<file path="src/rtl/cfgp_pkg.sv">
package cfgp_pkg;

  typedef enum logic { ST_RESET = 1'b0, ST_CONFIG = 1'b1 } stage_e;

  // select is met by either polarity of the two select lines
  function automatic logic f_sel_ok(input logic sel_n, input logic sel);
    return (~sel_n) | sel;
  endfunction

  // word placed on the bus during a read-status strobe
  function automatic logic [7:0] f_status_word(input logic rdy);
    return {rdy, 7'b0};
  endfunction

  // output enables during a read-status strobe: only bit 7
  function automatic logic [7:0] f_status_oe(input logic rs_active);
    return rs_active ? 8'h80 : 8'h00;
  endfunction

endpackage

</file>
<file path="src/rtl/cfgp_sync.sv">
module cfgp_sync #(
  parameter int          W       = 1,
  parameter logic [W-1:0] RST_VAL = '0
) (
  input  logic         clk,
  input  logic         rst_n,
  input  logic [W-1:0] d_i,
  output logic [W-1:0] q_o
);
  logic [W-1:0] meta_q;
  logic [W-1:0] sync_q;

  always_ff @(posedge clk or negedge rst_n) begin
    if (!rst_n) begin
      meta_q <= RST_VAL;
      sync_q <= RST_VAL;
    end else begin
      meta_q <= d_i;
      sync_q <= meta_q;
    end
  end

  assign q_o = sync_q;
endmodule

</file>
<file path="src/rtl/cfgp_wr_capture.sv">
module cfgp_wr_capture #(
  parameter int DW = 8
) (
  input  logic          clk,
  input  logic          rst_n,
  input  logic          wr_n_s,
  input  logic          sel_s,
  input  logic [DW-1:0] data_s,
  output logic          wr_rise,
  output logic          sel_ok,
  output logic [DW-1:0] data_q
);
  // one more stage: holds the sample taken while the strobe was still low
  logic          wr_prev_q;
  logic          sel_prev_q;
  logic [DW-1:0] data_prev_q;

  always_ff @(posedge clk or negedge rst_n) begin
    if (!rst_n) begin
      wr_prev_q   <= 1'b1;
      sel_prev_q  <= 1'b0;
      data_prev_q <= '0;
    end else begin
      wr_prev_q   <= wr_n_s;
      sel_prev_q  <= sel_s;
      data_prev_q <= data_s;
    end
  end

  assign wr_rise = wr_n_s & ~wr_prev_q;
  assign sel_ok  = sel_prev_q;
  assign data_q  = data_prev_q;
endmodule

</file>
<file path="src/rtl/cfgp_engine.sv">
module cfgp_engine
  import cfgp_pkg::*;
#(
  parameter int DW          = 8,
  parameter int CNT_W       = 16,
  parameter int PROC_CYCLES = 8
) (
  input  logic             clk,
  input  logic             rst_n,
  input  logic             cfg_s,
  input  logic             wr_rise,
  input  logic             sel_ok,
  input  logic [DW-1:0]    data_q,
  output logic             in_cfg,
  output logic             ready,
  output logic             accept_ev,
  output logic             overrun_ev,
  output logic [DW-1:0]    byte_o,
  output logic             byte_vld_o,
  output logic [CNT_W-1:0] byte_cnt_o,
  output logic             overrun_o
);
  localparam int BW = $clog2(PROC_CYCLES + 1);
  localparam logic [BW-1:0] LOAD = BW'(PROC_CYCLES);

  stage_e          stage_q;
  logic [BW-1:0]   busy_q;
  logic [DW-1:0]   byte_q;
  logic            vld_q;
  logic [CNT_W-1:0] cnt_q;
  logic            ovr_q;
  logic            wr_qual;

  assign in_cfg     = (stage_q == ST_CONFIG);
  assign ready      = in_cfg && (busy_q == '0);
  assign wr_qual    = wr_rise && sel_ok && in_cfg;
  assign accept_ev  = wr_qual && ready;
  assign overrun_ev = wr_qual && !ready;

  always_ff @(posedge clk or negedge rst_n) begin
    if (!rst_n) stage_q <= ST_RESET;
    else        stage_q <= cfg_s ? ST_CONFIG : ST_RESET;
  end

  always_ff @(posedge clk or negedge rst_n) begin
    if (!rst_n) begin
      busy_q <= '0;
      cnt_q  <= '0;
      ovr_q  <= 1'b0;
      vld_q  <= 1'b0;
      byte_q <= '0;
    end else if (!in_cfg) begin
      busy_q <= '0;
      cnt_q  <= '0;
      ovr_q  <= 1'b0;
      vld_q  <= 1'b0;
    end else begin
      vld_q <= accept_ev;
      if (accept_ev) begin
        busy_q <= LOAD;
        cnt_q  <= cnt_q + 1'b1;
        byte_q <= data_q;
      end else if (busy_q != '0) begin
        busy_q <= busy_q - 1'b1;
      end
      if (overrun_ev) ovr_q <= 1'b1;
    end
  end

  assign byte_o     = byte_q;
  assign byte_vld_o = vld_q;
  assign byte_cnt_o = cnt_q;
  assign overrun_o  = ovr_q;
endmodule

</file>
<file path="src/rtl/cfg_byte_port.sv">
module cfg_byte_port
  import cfgp_pkg::*;
#(
  parameter int CNT_W       = 16,
  parameter int PROC_CYCLES = 8
) (
  input  logic             clk,
  input  logic             rst_n,
  input  logic             cfg_req_i,
  input  logic             sel_n_i,
  input  logic             sel_i,
  input  logic             wr_n_i,
  input  logic             rs_n_i,
  input  logic [7:0]       data_i,
  output logic [7:0]       data_o,
  output logic [7:0]       data_oe_o,
  output logic             status_low_o,
  output logic             ready_o,
  output logic [7:0]       byte_o,
  output logic             byte_vld_o,
  output logic [CNT_W-1:0] byte_cnt_o,
  output logic             overrun_o
);
  localparam int DW  = 8;
  localparam int WPW = DW + 2;  // strobe, select, data travel together

  logic           cfg_s;
  logic           rs_n_s;
  logic [WPW-1:0] wpath_s;
  logic           wr_rise_w;
  logic           sel_ok_w;
  logic [DW-1:0]  data_q_w;
  logic           in_cfg_w;
  logic           ready_w;
  logic           accept_w;
  logic           overrun_ev_w;

  cfgp_sync #(.W(1), .RST_VAL(1'b0)) u_sync_cfg (
    .clk(clk), .rst_n(rst_n), .d_i(cfg_req_i), .q_o(cfg_s)
  );

  cfgp_sync #(.W(1), .RST_VAL(1'b1)) u_sync_rs (
    .clk(clk), .rst_n(rst_n), .d_i(rs_n_i), .q_o(rs_n_s)
  );

  cfgp_sync #(.W(WPW), .RST_VAL({1'b1, 1'b0, {DW{1'b0}}})) u_sync_wr (
    .clk(clk), .rst_n(rst_n),
    .d_i({wr_n_i, f_sel_ok(sel_n_i, sel_i), data_i}),
    .q_o(wpath_s)
  );

  cfgp_wr_capture #(.DW(DW)) u_cap (
    .clk(clk), .rst_n(rst_n),
    .wr_n_s(wpath_s[WPW-1]), .sel_s(wpath_s[WPW-2]), .data_s(wpath_s[DW-1:0]),
    .wr_rise(wr_rise_w), .sel_ok(sel_ok_w), .data_q(data_q_w)
  );

  cfgp_engine #(.DW(DW), .CNT_W(CNT_W), .PROC_CYCLES(PROC_CYCLES)) u_eng (
    .clk(clk), .rst_n(rst_n), .cfg_s(cfg_s),
    .wr_rise(wr_rise_w), .sel_ok(sel_ok_w), .data_q(data_q_w),
    .in_cfg(in_cfg_w), .ready(ready_w),
    .accept_ev(accept_w), .overrun_ev(overrun_ev_w),
    .byte_o(byte_o), .byte_vld_o(byte_vld_o),
    .byte_cnt_o(byte_cnt_o), .overrun_o(overrun_o)
  );

  assign status_low_o = ~in_cfg_w;
  assign ready_o      = ready_w;
  assign data_oe_o    = f_status_oe(~rs_n_s);
  assign data_o       = rs_n_s ? 8'h00 : f_status_word(ready_w);
endmodule

</file>
<file path="config.mk">
export PLATFORM = sky130hd
export DESIGN_NAME = cfg_byte_port
export DESIGN_NICKNAME = d
export VERILOG_FILES = /design/src/rtl/cfgp_pkg.sv /design/src/rtl/cfgp_sync.sv /design/src/rtl/cfgp_wr_capture.sv /design/src/rtl/cfgp_engine.sv /design/src/rtl/cfg_byte_port.sv
export SDC_FILE = /design/constraint.sdc
export NUM_CORES = 1
export LEC_CHECK = 0
export ABC_AREA = 1
export ABC_CLOCK_PERIOD_IN_PS = 3700
export CELL_PAD_IN_SITES_DETAIL_PLACEMENT = 1
export CELL_PAD_IN_SITES_GLOBAL_PLACEMENT = 1
export CORE_MARGIN = 1.5
export CORE_UTILIZATION = 40
export CTS_CLUSTER_DIAMETER = 150
export DETAILED_ROUTE_END_ITERATION = 10
export PLACE_DENSITY_LB_ADDON = 0.1
export SYNTH_ARGS = -nofsm -noshare
export SYNTH_HDL_FRONTEND = slang
export SYNTH_SLANG_ARGS = --single-unit
</file>
<file path="constraint.sdc">
create_clock -name clk -period 3.7 [get_ports clk]
set_input_delay 0.555 -clock clk [delete_from_list [all_inputs] [get_ports clk]]
set_output_delay 0.555 -clock clk [all_outputs]
set_load 0.1 [all_outputs]
</file>
==> metrics.txt <==
H-tree Lvls=3; CTS Hold Buffers Added=0; WS Path Type=register to output port; Vias=1,841; antenna cells=0; Worst Setup End Kind=output port; drt first pass iters=4; cell area after synthesis=2572 sq um; Yosys reg bits=65; DRC Markers=0; largest cells by area after synthesis=dfrtp_1 (58%), nand2_1 (11%), dfstp_2 (5.1%); sequential fraction of the synthesis area=0.6347; Pwr per Cell Area=714.3 nW/um^2; Critical Path RT=3140 ps; # IOs=59; remaining antenna violation count after routing=0; critical path arrival=1980 ps; Slowest-stage cell, CP=clkdlybuf4s50_1; dominant cell type by area after synthesis=dfrtp_1; max cap viols=0; CTS root buf=clkbuf_8; quantity of gates resized following cts=0; Die H=83.20 microns; CTS Buffer Depth=2; Total Neg Setup Slack=0 ps; antenna violations before repair=0; Yosys cell types=25; crit path buf inv count=1; Rows=29; slowest cell delay on critical path=1170 ps; clock sinks=65; Yosys top cell area share=0.5837; overall power=2333 uW; worst hold slack=271.6 ps; leakage=0.001543 uW; Max Clock Freq=395.0 MHz; first-pass GRT wire length=9280 microns; Layout Nets=326; Iter 0 DRT Violations=38; Fin. Hold Viols=0; CTS buffer count=9; fin crit share=0.6842; initial cell density of the core=0.4098; CTS clock-pin slew for the worst setup and hold paths=80 ps; Synth Instances=258; largest net degree at the start of global routing=35; dpl hpwl=3583 microns; Layout Cells excl Fill=391; grt ovf=0; postcts setup bufs=0; wire length per cell=13.58 microns; CTS tree=yes; Avg Inst Size Synth=9.971 sq um; RSZ-0062 raised after global routing=false; final setup vio count=0; Final Wtd Congestion=0.7362; Tmin final=2531 ps; startpoint types=register; placed cells=375; Slew Viols, Final=0; final WL=5311 microns; Seq. cell area=1633 sq um; share of cells above drive strength 1=0.1178; number of buffers added on ports=44; actual slew at the worst max-slew pin=973.9 ps; CP cell instances=clkdlybuf4s50_1; Filler Cells Inserted=708; area of the multi-input gates=755.7 sq um; status=completed; Max VDD drop=0.4269 mV; full die area=6921 sq um; area delta synth->final=26.95%; YS warnings=0; via-per-instance ratio=4.708; clk_lat worst skew=340 ps; most frequent cells in the layout=nand2_1 (78), dfrtp_1 (60), clkdlybuf4s50_1 (40), nor2_1 (25), inv_1 (21); commonest non-fill, non-tap cell in the layout=nand2_1; core box area=6277 sq um; final worst-path setup slack=1169 ps; gr usage total=0.1730; slew margin rel.=0.3487; Final Skew=8.915 ps; CP max FO=6; Worst Hold Class=input pin to async pin; vias in the first global route=1,969; pre-CTS setup slack=1528 ps; crit-path leading delay family=buffers and inverters; Die Span X=83.20 microns
## registers in the layout, summed over array words and instances, names as in the netlist
register	flops
u_eng.byte_cnt_o	16
u_sync_wr.meta_q	10
u_sync_wr.q_o	10
u_cap.data_q	8
u_eng.byte_o	8
u_eng.busy_q	4
u_cap.sel_ok	1
u_cap.wr_prev_q	1
u_eng.byte_vld_o	1
u_eng.in_cfg	1
u_eng.overrun_o	1
u_sync_cfg.meta_q	1
u_sync_cfg.q_o	1
u_sync_rs.meta_q	1
u_sync_rs.q_o	1
## power by group
part,total [uW],internal [uW],switching (uW)
logic,740,153,587
clock network,754,468,286
registers,839,793,45.6
## synthesized netlist by cell type
| master | instances |
|---|---|
| a31oi_1 | 1 |
| nor3_1 | 2 |
| dfstp_2 | 5 |
| nor2_4 | 2 |
| buf_6 | 2 |
| clkbuf_1 | 1 |
| nor2_8 | 2 |
| o21ai_1 | 7 |
| buf_4 | 16 |
| inv_1 | 21 |
| nand3_1 | 9 |
| nand2_1 | 78 |
| ha_1 | 2 |
| nand4_1 | 5 |
| nand2_4 | 1 |
| conb_1 | 1 |
| o32ai_1 | 1 |
| o21ai_0 | 3 |
| inv_2 | 2 |
| nor2_1 | 25 |
| a21oi_1 | 8 |
| nor3b_1 | 1 |
| dfrtp_1 | 60 |
| nor2_2 | 1 |
| nand2_2 | 2 |
## stage by stage
step | util | area (sq um)
floorplan | - | 2621
global placement | 0.4802 | 3014
detailed placement | 0.4802 | 3014
CTS | 0.5202 | 3266
global route | 0.5202 | 3266
finish | 0.5202 | 3266
## cell type report
type / instances / share of cell area
Multi-Input combinational cell: 164 / 0.2314
Inverter: 23 / 0.02644
Timing Repair Buffer: 46 / 0.1356
Tap cell: 77 / 0.02950
Sequential cell: 65 / 0.5000
Clock inverter: 6 / 0.03487
Clock buffer: 10 / 0.04215
## layer usage
layer	GRT usage	share of wire	up-vias
li1	-	-	879
met1	0.2155	0.44	913
met2	0.2816	0.51	42
met3	0.05169	0.043	7
met4	0.07273	0.012	0
met5	0	0	-
## cells by family after synthesis
| group | count (synthesis) | synth area share |
|---|---|---|
| AOI/OAI and AO/OA | 20 | 0.04086 |
| adders and majority gates | 2 | 0.009726 |
| buffers and inverters | 42 | 0.09047 |
| DFF | 65 | 0.6347 |
| other | 1 | 0.001458 |
| and+or+nand+nor | 128 | 0.2228 |
## worst paths after layout
path                                startpoint                    to  slack (ps)  cells after the start
max                        u_eng.byte_cnt_o[0]         byte_cnt_o[0]        1170                      1
min in group clk           u_sync_wr.meta_q[0]      u_sync_wr.q_o[0]         350                      0
min reg2reg                u_sync_wr.meta_q[0]      u_sync_wr.q_o[0]         350                      0
max reg2reg                    u_eng.busy_q[0]   u_eng.byte_cnt_o[8]        1650                     10
min                                      rst_n       u_eng.overrun_o         270                      1
max in group asynchronous                rst_n  u_eng.byte_cnt_o[11]        2530                      2
Power figures use the tool's default switching activity.
